`src/rtl/sirq_pkg.sv`:
```
package sirq_pkg;

    localparam int WB = 32;

    localparam logic [3:0] RG_GROUP = 4'd0;
    localparam logic [3:0] RG_ENSET = 4'd1;
    localparam logic [3:0] RG_ENCLR = 4'd2;
    localparam logic [3:0] RG_PDSET = 4'd3;
    localparam logic [3:0] RG_PDCLR = 4'd4;
    localparam logic [3:0] RG_ACSET = 4'd5;
    localparam logic [3:0] RG_ACCLR = 4'd6;
    localparam logic [3:0] RG_TRIG  = 4'd7;
    localparam logic [3:0] RG_NSACC = 4'd8;

    typedef enum logic {
        BS_IDLE = 1'b0,
        BS_RESP = 1'b1
    } bus_state_e;

    // Regions addressed in 16-interrupt half words
    function automatic logic is_half(input logic [3:0] r);
        return (r == RG_TRIG) || (r == RG_NSACC);
    endfunction

    // Place 16 edge flags on the odd bits of a word
    function automatic logic [31:0] spread_odd(input logic [15:0] e);
        logic [31:0] w;
        w = '0;
        for (int k = 0; k < 16; k++) begin
            w[2*k+1] = e[k];
        end
        return w;
    endfunction

    // Collect the odd bits of a word
    function automatic logic [15:0] gather_odd(input logic [31:0] w);
        logic [15:0] e;
        for (int k = 0; k < 16; k++) begin
            e[k] = w[2*k+1];
        end
        return e;
    endfunction

endpackage

```
`src/rtl/sirq_filter.sv`:
```
module sirq_filter
    import sirq_pkg::*;
(
    input  logic [WB-1:0]   gp,
    input  logic [2*WB-1:0] acc,
    input  logic            secure,
    input  logic            sec_off,
    output logic [WB-1:0]   m_grp,
    output logic [WB-1:0]   m_ge1,
    output logic [WB-1:0]   m_ge2
);
    logic restrict_ns;
    logic [WB-1:0] ge1;
    logic [WB-1:0] ge2;

    assign restrict_ns = !secure && !sec_off;

    for (genvar i = 0; i < WB; i++) begin : g_field
        assign ge1[i] = acc[2*i] | acc[2*i+1];
        assign ge2[i] = acc[2*i+1];
    end

    assign m_grp = restrict_ns ? gp         : '1;
    assign m_ge1 = restrict_ns ? (gp | ge1) : '1;
    assign m_ge2 = restrict_ns ? (gp | ge2) : '1;
endmodule

```
`src/rtl/sirq_word.sv`:
```
module sirq_word
    import sirq_pkg::*;
(
    input  logic          clk,
    input  logic          rst_n,
    input  logic          we,
    input  logic [3:0]    region,
    input  logic          half,
    input  logic [WB-1:0] wdata,
    input  logic          secure,
    input  logic          sec_off,
    input  logic [WB-1:0] line,
    output logic [WB-1:0] rword
);
    logic [WB-1:0]   en, pd, ac, gp, eg, lv;
    logic [2*WB-1:0] acc;
    logic [WB-1:0]   en_n, pd_n, ac_n, gp_n, eg_n;
    logic [2*WB-1:0] acc_n;
    logic [WB-1:0]   m_grp, m_ge1, m_ge2;
    logic [WB-1:0]   rise;
    logic [WB-1:0]   pend_view;
    logic [WB-1:0]   eg_vis;
    logic [15:0]     tmask;
    logic [15:0]     tbits;
    logic            grp_ok;
    logic            acc_ok;

    sirq_filter u_filter (
        .gp      (gp),
        .acc     (acc),
        .secure  (secure),
        .sec_off (sec_off),
        .m_grp   (m_grp),
        .m_ge1   (m_ge1),
        .m_ge2   (m_ge2)
    );

    assign grp_ok    = secure || sec_off;
    assign acc_ok    = secure && !sec_off;
    assign rise      = line & ~lv & eg;
    assign pend_view = pd | (lv & ~eg);
    assign eg_vis    = eg & m_grp;
    assign tmask     = half ? m_grp[31:16] : m_grp[15:0];
    assign tbits     = gather_odd(wdata);

    // Next-state for all bitmaps
    always_comb begin
        en_n  = en;
        pd_n  = pd;
        ac_n  = ac;
        gp_n  = gp;
        eg_n  = eg;
        acc_n = acc;
        if (we) begin
            unique case (region)
                RG_GROUP: if (grp_ok) gp_n = wdata;
                RG_ENSET: en_n = en | (wdata & m_grp);
                RG_ENCLR: en_n = en & ~(wdata & m_grp);
                RG_PDSET: pd_n = pd | (wdata & m_ge1);
                RG_PDCLR: pd_n = pd & ~(wdata & m_ge2);
                RG_ACSET: ac_n = ac | (wdata & m_grp);
                RG_ACCLR: ac_n = ac & ~(wdata & m_grp);
                RG_TRIG: begin
                    if (half) eg_n[31:16] = (eg[31:16] & ~tmask) | (tbits & tmask);
                    else      eg_n[15:0]  = (eg[15:0]  & ~tmask) | (tbits & tmask);
                end
                RG_NSACC: begin
                    if (acc_ok) begin
                        if (half) acc_n[63:32] = wdata;
                        else      acc_n[31:0]  = wdata;
                    end
                end
                default: ;
            endcase
        end
        pd_n = pd_n | rise;
    end

    always_ff @(posedge clk or negedge rst_n) begin
        if (!rst_n) begin
            en  <= '0;
            pd  <= '0;
            ac  <= '0;
            gp  <= '0;
            eg  <= '0;
            acc <= '0;
            lv  <= '0;
        end else begin
            en  <= en_n;
            pd  <= pd_n;
            ac  <= ac_n;
            gp  <= gp_n;
            eg  <= eg_n;
            acc <= acc_n;
            lv  <= line;
        end
    end

    // Filtered read view
    always_comb begin
        unique case (region)
            RG_GROUP: rword = grp_ok ? gp : '0;
            RG_ENSET, RG_ENCLR: rword = en & m_grp;
            RG_PDSET: rword = pend_view & m_ge1;
            RG_PDCLR: rword = pend_view & m_ge2;
            RG_ACSET, RG_ACCLR: rword = ac & m_ge2;
            RG_TRIG:  rword = spread_odd(half ? eg_vis[31:16] : eg_vis[15:0]);
            RG_NSACC: rword = acc_ok ? (half ? acc[63:32] : acc[31:0]) : '0;
            default:  rword = '0;
        endcase
    end

    a_r2_enable_holds: assert property (@(posedge clk) disable iff (!rst_n)
        !we |=> $stable(en));

    a_r3_ns_enable_set_group_only: assert property (@(posedge clk) disable iff (!rst_n)
        (we && region == RG_ENSET && !secure && !sec_off)
        |=> ((en & ~$past(en) & ~$past(gp)) == '0));

    a_r6_edge_rise_latches: assert property (@(posedge clk) disable iff (!rst_n)
        (rise != '0) |=> ((pd & $past(rise)) == $past(rise)));

    a_r8_field_guard: assert property (@(posedge clk) disable iff (!rst_n)
        (we && !(secure && !sec_off)) |=> $stable(acc));
endmodule

```
`src/rtl/sirq_bus_fsm.sv`:
```
module sirq_bus_fsm
    import sirq_pkg::*;
(
    input  logic          clk,
    input  logic          rst_n,
    input  logic          rd,
    input  logic [WB-1:0] rsel,
    output logic [WB-1:0] rdata,
    output logic          rvalid
);
    bus_state_e    state_q, state_d;
    logic [WB-1:0] rdata_q;

    always_comb begin
        unique case (state_q)
            BS_IDLE: state_d = rd ? BS_RESP : BS_IDLE;
            BS_RESP: state_d = rd ? BS_RESP : BS_IDLE;
            default: state_d = BS_IDLE;
        endcase
    end

    always_ff @(posedge clk or negedge rst_n) begin
        if (!rst_n) begin
            state_q <= BS_IDLE;
            rdata_q <= '0;
        end else begin
            state_q <= state_d;
            if (rd) rdata_q <= rsel;
        end
    end

    always_comb begin
        rvalid = (state_q == BS_RESP);
        rdata  = rdata_q;
    end

    a_r10_resp_after_read: assert property (@(posedge clk) disable iff (!rst_n)
        rd |=> rvalid);

    a_r10_no_resp_without_read: assert property (@(posedge clk) disable iff (!rst_n)
        !rd |=> !rvalid);
endmodule

```
`src/rtl/sirq_bank.sv`:
```
module sirq_bank
    import sirq_pkg::*;
#(
    parameter  int NUM_IRQ = 96,
    localparam int NGRP    = NUM_IRQ / 32,
    localparam int NSG     = NGRP - 1,
    localparam int NSH     = NUM_IRQ - 32,
    localparam int IDX_W   = $clog2(2 * NGRP),
    localparam int ADDR_W  = 4 + IDX_W
) (
    input  logic              clk,
    input  logic              rst_n,
    input  logic              bus_wr,
    input  logic              bus_rd,
    input  logic [ADDR_W-1:0] bus_addr,
    input  logic [31:0]       bus_wdata,
    input  logic              bus_secure,
    input  logic              sec_off,
    input  logic [NSH-1:0]    irq_line,
    output logic [31:0]       bus_rdata,
    output logic              bus_rvalid
);
    logic [3:0]       region;
    logic [IDX_W-1:0] idx;
    logic [IDX_W-1:0] gsel;
    logic             half;
    logic             in_range;
    logic [NSG-1:0]   hit;
    logic [WB-1:0]    rword [NSG];
    logic [WB-1:0]    rsel;

    assign region   = bus_addr[ADDR_W-1 -: 4];
    assign idx      = bus_addr[IDX_W-1:0];
    assign gsel     = is_half(region) ? {1'b0, idx[IDX_W-1:1]} : idx;
    assign half     = is_half(region) & idx[0];
    assign in_range = (gsel != '0) && (gsel < IDX_W'(NGRP));

    for (genvar g = 0; g < NSG; g++) begin : g_word
        assign hit[g] = in_range && (gsel == IDX_W'(g + 1));

        sirq_word u_word (
            .clk     (clk),
            .rst_n   (rst_n),
            .we      (bus_wr && hit[g]),
            .region  (region),
            .half    (half),
            .wdata   (bus_wdata),
            .secure  (bus_secure),
            .sec_off (sec_off),
            .line    (irq_line[g*WB +: WB]),
            .rword   (rword[g])
        );
    end

    always_comb begin
        rsel = '0;
        for (int g = 0; g < NSG; g++) begin
            rsel = rsel | (rword[g] & {WB{hit[g]}});
        end
    end

    sirq_bus_fsm u_fsm (
        .clk    (clk),
        .rst_n  (rst_n),
        .rd     (bus_rd),
        .rsel   (rsel),
        .rdata  (bus_rdata),
        .rvalid (bus_rvalid)
    );
endmodule

```
`config.mk`:
```
export PLATFORM = sky130hd
export DESIGN_NAME = sirq_bank
export DESIGN_NICKNAME = d
export VERILOG_FILES = /design/src/rtl/sirq_pkg.sv /design/src/rtl/sirq_filter.sv /design/src/rtl/sirq_word.sv /design/src/rtl/sirq_bus_fsm.sv /design/src/rtl/sirq_bank.sv
export SDC_FILE = /design/constraint.sdc
export NUM_CORES = 1
export LEC_CHECK = 0
export ABC_AREA = 0
export BUFFER_PORTS_ARGS = -buffer_cell sky130_fd_sc_hd__buf_2
export CAP_MARGIN = 30
export CORE_MARGIN = 2
export CORE_UTILIZATION = 50
export CTS_CLUSTER_DIAMETER = 200
export DETAILED_ROUTE_END_ITERATION = 8
export PLACE_DENSITY = 0.7
export SETUP_SLACK_MARGIN = 0.1
export SKIP_LAST_GASP = 1
export SYNTH_ARGS = -nofsm -noshare
export SYNTH_HDL_FRONTEND = slang
export SYNTH_SLANG_ARGS = --single-unit
```
`constraint.sdc`:
```
create_clock -name clk -period 5.3 [get_ports clk]
set_clock_uncertainty 0.15 [all_clocks]
set_input_delay 0.53 -clock clk [delete_from_list [all_inputs] [get_ports clk]]
set_output_delay 0.53 -clock clk [all_outputs]
set_load 0.01 [all_outputs]
```
==> flow_summary.json, run 1 <==
{
  "synth-edff-count": 0,
  "r2r-end": "u_fsm.rdata[18]",
  "initial_utilization": 0.505,
  "cts.root.buffer_cell": "clkbuf_16",
  "drive_above_1_share": 0.240,
  "antenna_found_initial": 4,
  "fin_nets": 3216,
  "r2r-start": "g_word[1].u_word.gp[18]",
  "path_clk_slew_ns": 0.06,
  "cts_tree": "yes",
  "cts_inserted_buffers": 59,
  "synth_nets": 3115,
  "vias_per_cell": 6.79,
  "synth_cells": 3006,
  "die_area_um2": 60100,
  "drc": 0,
  "max-cap-violations": 0,
  "ant_nets": 0,
  "ys_types": 74,
  "worstRegToRegCells": 6,
  "syn2layout_area_growth_pct": 14.2,
  "hp-class": "in2reg",
  "portBuffers": 141,
  "drv_slew": 0,
  "dr.pass1.iters": 6,
  "crit_buf_inv": 1,
  "final.setup.tns_ns": 0,
  "die_x_um": 245,
  "wl_per_cell_um": 28.0,
  "final_cells": 3921,
  "status": "complete, no violations",
  "ir_worst_vdd_mv": 0.263,
  "drt_wl_total_mm": 110,
  "synth_seq_area_share": 0.469,
  "crit_family": "compound AO/OA/AOI/OAI gates",
  "synthArstFlopShare": 1.00,
  "pre_cts_ws_ns": 1.31,
  "grt_pass1_wl_mm": 163,
  "rsz0062_at_grt": "no",
  "dp_cells": 3742,
  "grt-ovfl-total": 0,
  "hpwl_mm": 68.4,
  "finalHoldViolCount": 0,
  "grt_max_degree": 149,
  "syn_area_per_cell_um2": 9.67,
  "gp_congestion": 0.932,
  "min_period_ns": 3.57,
  "postCtsSetupBuffers": 0,
  "final_common_cell": "dfrtp_1",
  "cp_max_fo": 21,
  "path_cells": "buf_2 -> nand4b_1 -> a21oi_4 -> o211ai_1 -> a311oi_1 -> o22ai_1",
  "total_power_w": 0.0104,
  "via_count": 26620,
  "worstPathArrival_ns": 3.91,
  "setup_viol": 0,
  "layout_setup_ws_ns": 1.73,
  "core_um2": 57600,
  "fmax_ghz": 0.280,
  "leakagePower_nw": 14.7,
  "clockBufferDepth": 3,
  "clkSinkCount": 545,
  "htreeDepth": 2,
  "die_h_um": 245,
  "slowest_delay_ns": 1.12,
  "drt_iter0_markers": 3781,
  "worstHoldEndpoint": "g_word[0].u_word.gp[0]",
  "clk_latency_ns": 0.64,
  "whs_path_depth": 2,
  "cp.required_ns": 5.64,
  "ys_ff_latch": 545,
  "grt_usage": 0.360,
  "std_cell_rows": 88,
  "power.density_nw_per_um2": 314,
  "mostFrequentLayoutCells": "dfrtp_1, mux2_2, nand2_1",
  "hold_start": "bus_wdata[0]",
  "path_class": "in2reg",
  "rrSetupSlack_ns": 2.56,
  "cp-end-kind": "flop",
  "synthesis.area_um2": 29100,
  "ys.flop_type": "dfrtp_1",
  "worstMarginPinSlew_ns": 1.15,
  "fillCellCount": 4900,
  "worstSetupStartpointType": "input pin",
  "synth_warnings": 0,
  "hold_ws_ns": 0.188,
  "grt_pass1_vias": 26352,
  "critPathSlowestCell": "a21oi_4",
  "slew_headroom": 0.228,
  "min_period_over_period": 0.674,
  "pin_count": 142
}
cell usage after synthesis (all sizes together), types with 4 or more instances:
cell / number / area [µm²]
dfrtp: 545 / 13600
mux2: 392 / 4420
nand2: 359 / 1350
a21oi: 268 / 1350
nor2: 220 / 836
clkbuf: 189 / 711
o21ai: 115 / 579
o22ai: 110 / 688
nand3: 102 / 510
o211ai: 78 / 586
inv: 73 / 274
nor2b: 73 / 457
or3: 65 / 407
buf: 57 / 330
o221ai: 48 / 420
o31ai: 41 / 308
mux2i: 30 / 300
nor3: 28 / 171
a2111oi: 18 / 158
o211a: 15 / 150
or2: 15 / 93.8
a22oi: 14 / 105
a31o: 14 / 123
a311oi: 13 / 114
a21boi: 10 / 78.8
or4: 10 / 75.1
a31oi: 9 / 56.3
nand2b: 9 / 56.3
nor4b: 9 / 78.8
nor4: 8 / 50.1
a21o: 6 / 45.0
a32oi: 6 / 52.6
a2bb2oi: 5 / 43.8
nor3b: 5 / 42.5
o41ai: 5 / 43.8
a222oi: 4 / 40.0
o2111ai: 4 / 35.0
power by group:
part | total (W) | switching [W] | internal (W) | leakage, nW
Combinational | 0.00134 | 0.000818 | 0.000524 | 6.58
Clock | 0.00421 | 0.00178 | 0.00243 | 0.993
Sequential | 0.00485 | 0.000315 | 0.00454 | 7.16
metrics by stage:
step	util	instance area, µm²
finish	0.576	33200
global route	0.576	33200
CTS	0.575	33100
detailed placement	0.530	30500
global placement	0.529	30500
floorplan	-	29100
cell type report:
type / instances / area (µm²) / area share
Antenna cell: 1 / 2.50 / 0.0000754
Clock buffer: 87 / 1790 / 0.0541
Clock inverter: 22 / 166 / 0.00502
Inverter: 74 / 278 / 0.00837
Multi-Input combinational cell: 2141 / 14200 / 0.429
Sequential cell: 545 / 13600 / 0.411
Tap cell: 765 / 957 / 0.0289
Timing Repair Buffer: 286 / 2110 / 0.0636
layer usage:
| layer | part of all wire | track usage |
|---|---|---|
| met1 | 0.38 | 0.480 |
| met3 | 0.13 | 0.0969 |
| met2 | 0.43 | 0.529 |
| met4 | 0.061 | 0.205 |
| met5 | 0.00025 | 0 |
kinds of logic after synthesis:
group | count (synthesis) | share of synthesized area
simple gates | 916 | 0.145
compound gates | 802 | 0.177
flops | 545 | 0.469
mux | 422 | 0.162
buf+inv | 320 | 0.0454
xor+xnor | 1 | 0.000301
worst max path at each step:
stage,startpoint,to,cells past startpoint
2_1_floorplan,bus_addr[3],flop,10
3_3_place_gp,bus_addr[4],u_fsm.rdata[21],6
3_5_place_dp,bus_addr[4],g_word[1].u_word.acc[27],7
4_1_cts,bus_addr[4],g_word[1].u_word.acc[27],7
5_1_grt,bus_secure,u_fsm.rdata[20],8
6_report,bus_addr[6],u_fsm.rdata[5],6
timing repair:
| item | CTS | global route |
|---|---|---|
| hold buffers | 65 | 0 |
| hold endpoints to repair | 150 | 0 |
| resized for setup | 0 | 0 |
(Power assumes the default switching activity.)
==> inputs of run 2 (changes only) <==
==> constraint.sdc (replaced) <==
create_clock -name clk -period 3.55 [get_ports clk]
set_clock_uncertainty 0.15 [all_clocks]
set_input_delay 0.355 -clock clk [delete_from_list [all_inputs] [get_ports clk]]
set_output_delay 0.355 -clock clk [all_outputs]
set_load 0.01 [all_outputs]
==> run 2 against run 1 <==
Via count rose by 0.82%; final cell count rose by 1.4%; critical path depth rose by 3; power rose by 53%; global-route usage rose by 0.92 points; largest power group unchanged.
==> flow_summary.json, run 2 (same netlist as run 1, synthesis figures left out) <==
{
  "drt_wl_total_mm": 112,
  "hp-class": "in2reg",
  "final.setup.tns_ns": 0,
  "rrSetupSlack_ns": 0.82,
  "core_um2": 57600,
  "leakagePower_nw": 15.0,
  "cts.root.buffer_cell": "clkbuf_16",
  "cp-startpoint": "bus_addr[4]",
  "grt_pass1_vias": 26862,
  "cts-resized-gates": 0,
  "antenna_found_initial": 6,
  "status": "complete, no violations",
  "cp_common_cell": "buf_4",
  "regArea_um2": 13600,
  "multi_input_area_um2": 14200,
  "die_h_um": 245,
  "htreeDepth": 2,
  "gp_congestion": 0.937,
  "crit_buf_inv": 3,
  "slew_headroom": 0.253,
  "grt-ovfl-total": 0,
  "path_clk_slew_ns": 0.06,
  "fmax_ghz": 0.364,
  "vias_per_cell": 6.75,
  "postCtsSetupBuffers": 0,
  "via_count": 26837,
  "path_class": "in2reg",
  "cts_tree": "yes",
  "crit_family": "simple AND/OR/NAND/NOR gates",
  "grt_usage": 0.369,
  "dr.pass1.iters": 6,
  "die_x_um": 245,
  "final_common_cell": "dfrtp_1",
  "p_seq_frac": 0.457,
  "drv_slew": 0,
  "portBuffers": 141,
  "rsz0062_at_grt": "no",
  "grt_pass1_wl_mm": 166,
  "die_area_um2": 60100,
  "critPathSlowestCell": "or4b_1",
  "hpwl_mm": 71.9,
  "drt_iter0_markers": 3303,
  "fillCellCount": 4805,
  "drive_above_1_share": 0.252,
  "power.density_nw_per_um2": 469,
  "setup_viol": 0,
  "cts_inserted_buffers": 60,
  "r2r-start": "g_word[0].u_word.gp[21]",
  "hold_start": "bus_wdata[0]",
  "ant_nets": 0,
  "min_period_ns": 2.74,
  "clockBufferDepth": 3,
  "cp.required_ns": 3.92,
  "cp_max_fo": 19,
  "hold_ws_ns": 0.0613,
  "max-cap-violations": 0,
  "min_period_over_period": 0.773,
  "cp-end-kind": "flop",
  "clkSinkCount": 545,
  "wl_per_cell_um": 28.2,
  "worstPathArrival_ns": 3.12,
  "std_cell_rows": 88,
  "comb_power_share": 0.131,
  "finalHoldViolCount": 0,
  "internal-power_w": 0.0114,
  "worstMarginPinSlew_ns": 1.11,
  "syn2layout_area_growth_pct": 16.4,
  "drc": 0,
  "worstSetupStartpointType": "input pin",
  "path_cells": "buf_2 -> or4b_1 -> a21boi_2 -> o211ai_1 -> buf_4 -> nand2b_1 -> buf_4 -> nor2_1 -> mux2_2",
  "grt_max_degree": 90,
  "clk_latency_ns": 0.64,
  "slowest_delay_ns": 0.79,
  "fin_nets": 3268,
  "pin_count": 142,
  "clockPowerShare": 0.412,
  "initial_utilization": 0.505,
  "ir_worst_vdd_mv": 0.393,
  "switching_power_w": 0.00444,
  "mostFrequentLayoutCells": "dfrtp_1, mux2_2, nand2_1",
  "p_sw_frac": 0.279
}
run 2: worst paths after layout:
path	endpoint	depth (start not counted)
max	flop	9
min	g_word[0].u_word.acc[32]	2
max reg2reg	u_fsm.rdata[21]	5
min reg2reg	g_word[1].u_word.pd[14]	1
max in group asynchronous	async pin	3
min in group asynchronous	async pin	2
run 2: metrics by stage:
step / instances / total power (W) / utilization / cell area [µm²] / setup WS, ns
after floorplan: 3006 / 0.00838 / - / 29100 / 0.836
after global placement: 3793 / 0.00919 / 0.540 / 31100 / 0.210
after detailed placement: 3794 / 0.00930 / 0.540 / 31100 / 0.234
after CTS: 3972 / 0.0158 / 0.587 / 33800 / 0.895
after global routing: 3973 / 0.0164 / 0.587 / 33800 / 0.772
final: 3975 / 0.0159 / 0.587 / 33800 / 0.805
run 2: what timing repair did:
| action | 4_1_cts | 5_1_grt |
|---|---|---|
| hold buffers | 67 | 0 |
| setup endpoints to repair | 0 | 0 |
| endpoints found under the hold margin | 211 | 0 |
run 2: final cells by class:
cell class | count | share of cell area
Multi-Input combinational cell | 2141 | 0.420
Sequential cell | 545 | 0.403
Timing Repair Buffer | 337 | 0.0789
Clock buffer | 88 | 0.0538
Tap cell | 765 | 0.0283
Inverter | 74 | 0.00821
Clock inverter | 23 | 0.00710
Antenna cell | 2 | 0.000148
run 2: metal layers:
metal	vias to the layer above	GRT usage	wire (µm)
li1	11216	-	-
met1	13099	0.476	41300
met2	2028	0.550	48400
met3	486	0.119	15700
met4	8	0.203	6790
met5	-	0	45
run 2: power groups by stage:
stage	combinational, W	sequential, W	clock [W]
6_report	0.00208	0.00725	0.00654
5_1_grt	0.00222	0.00731	0.00684
4_1_cts	0.00202	0.00723	0.00656
3_5_place_dp	0.00196	0.00734	0
3_3_place_gp	0.00189	0.00730	0
2_1_floorplan	0.00119	0.00719	0
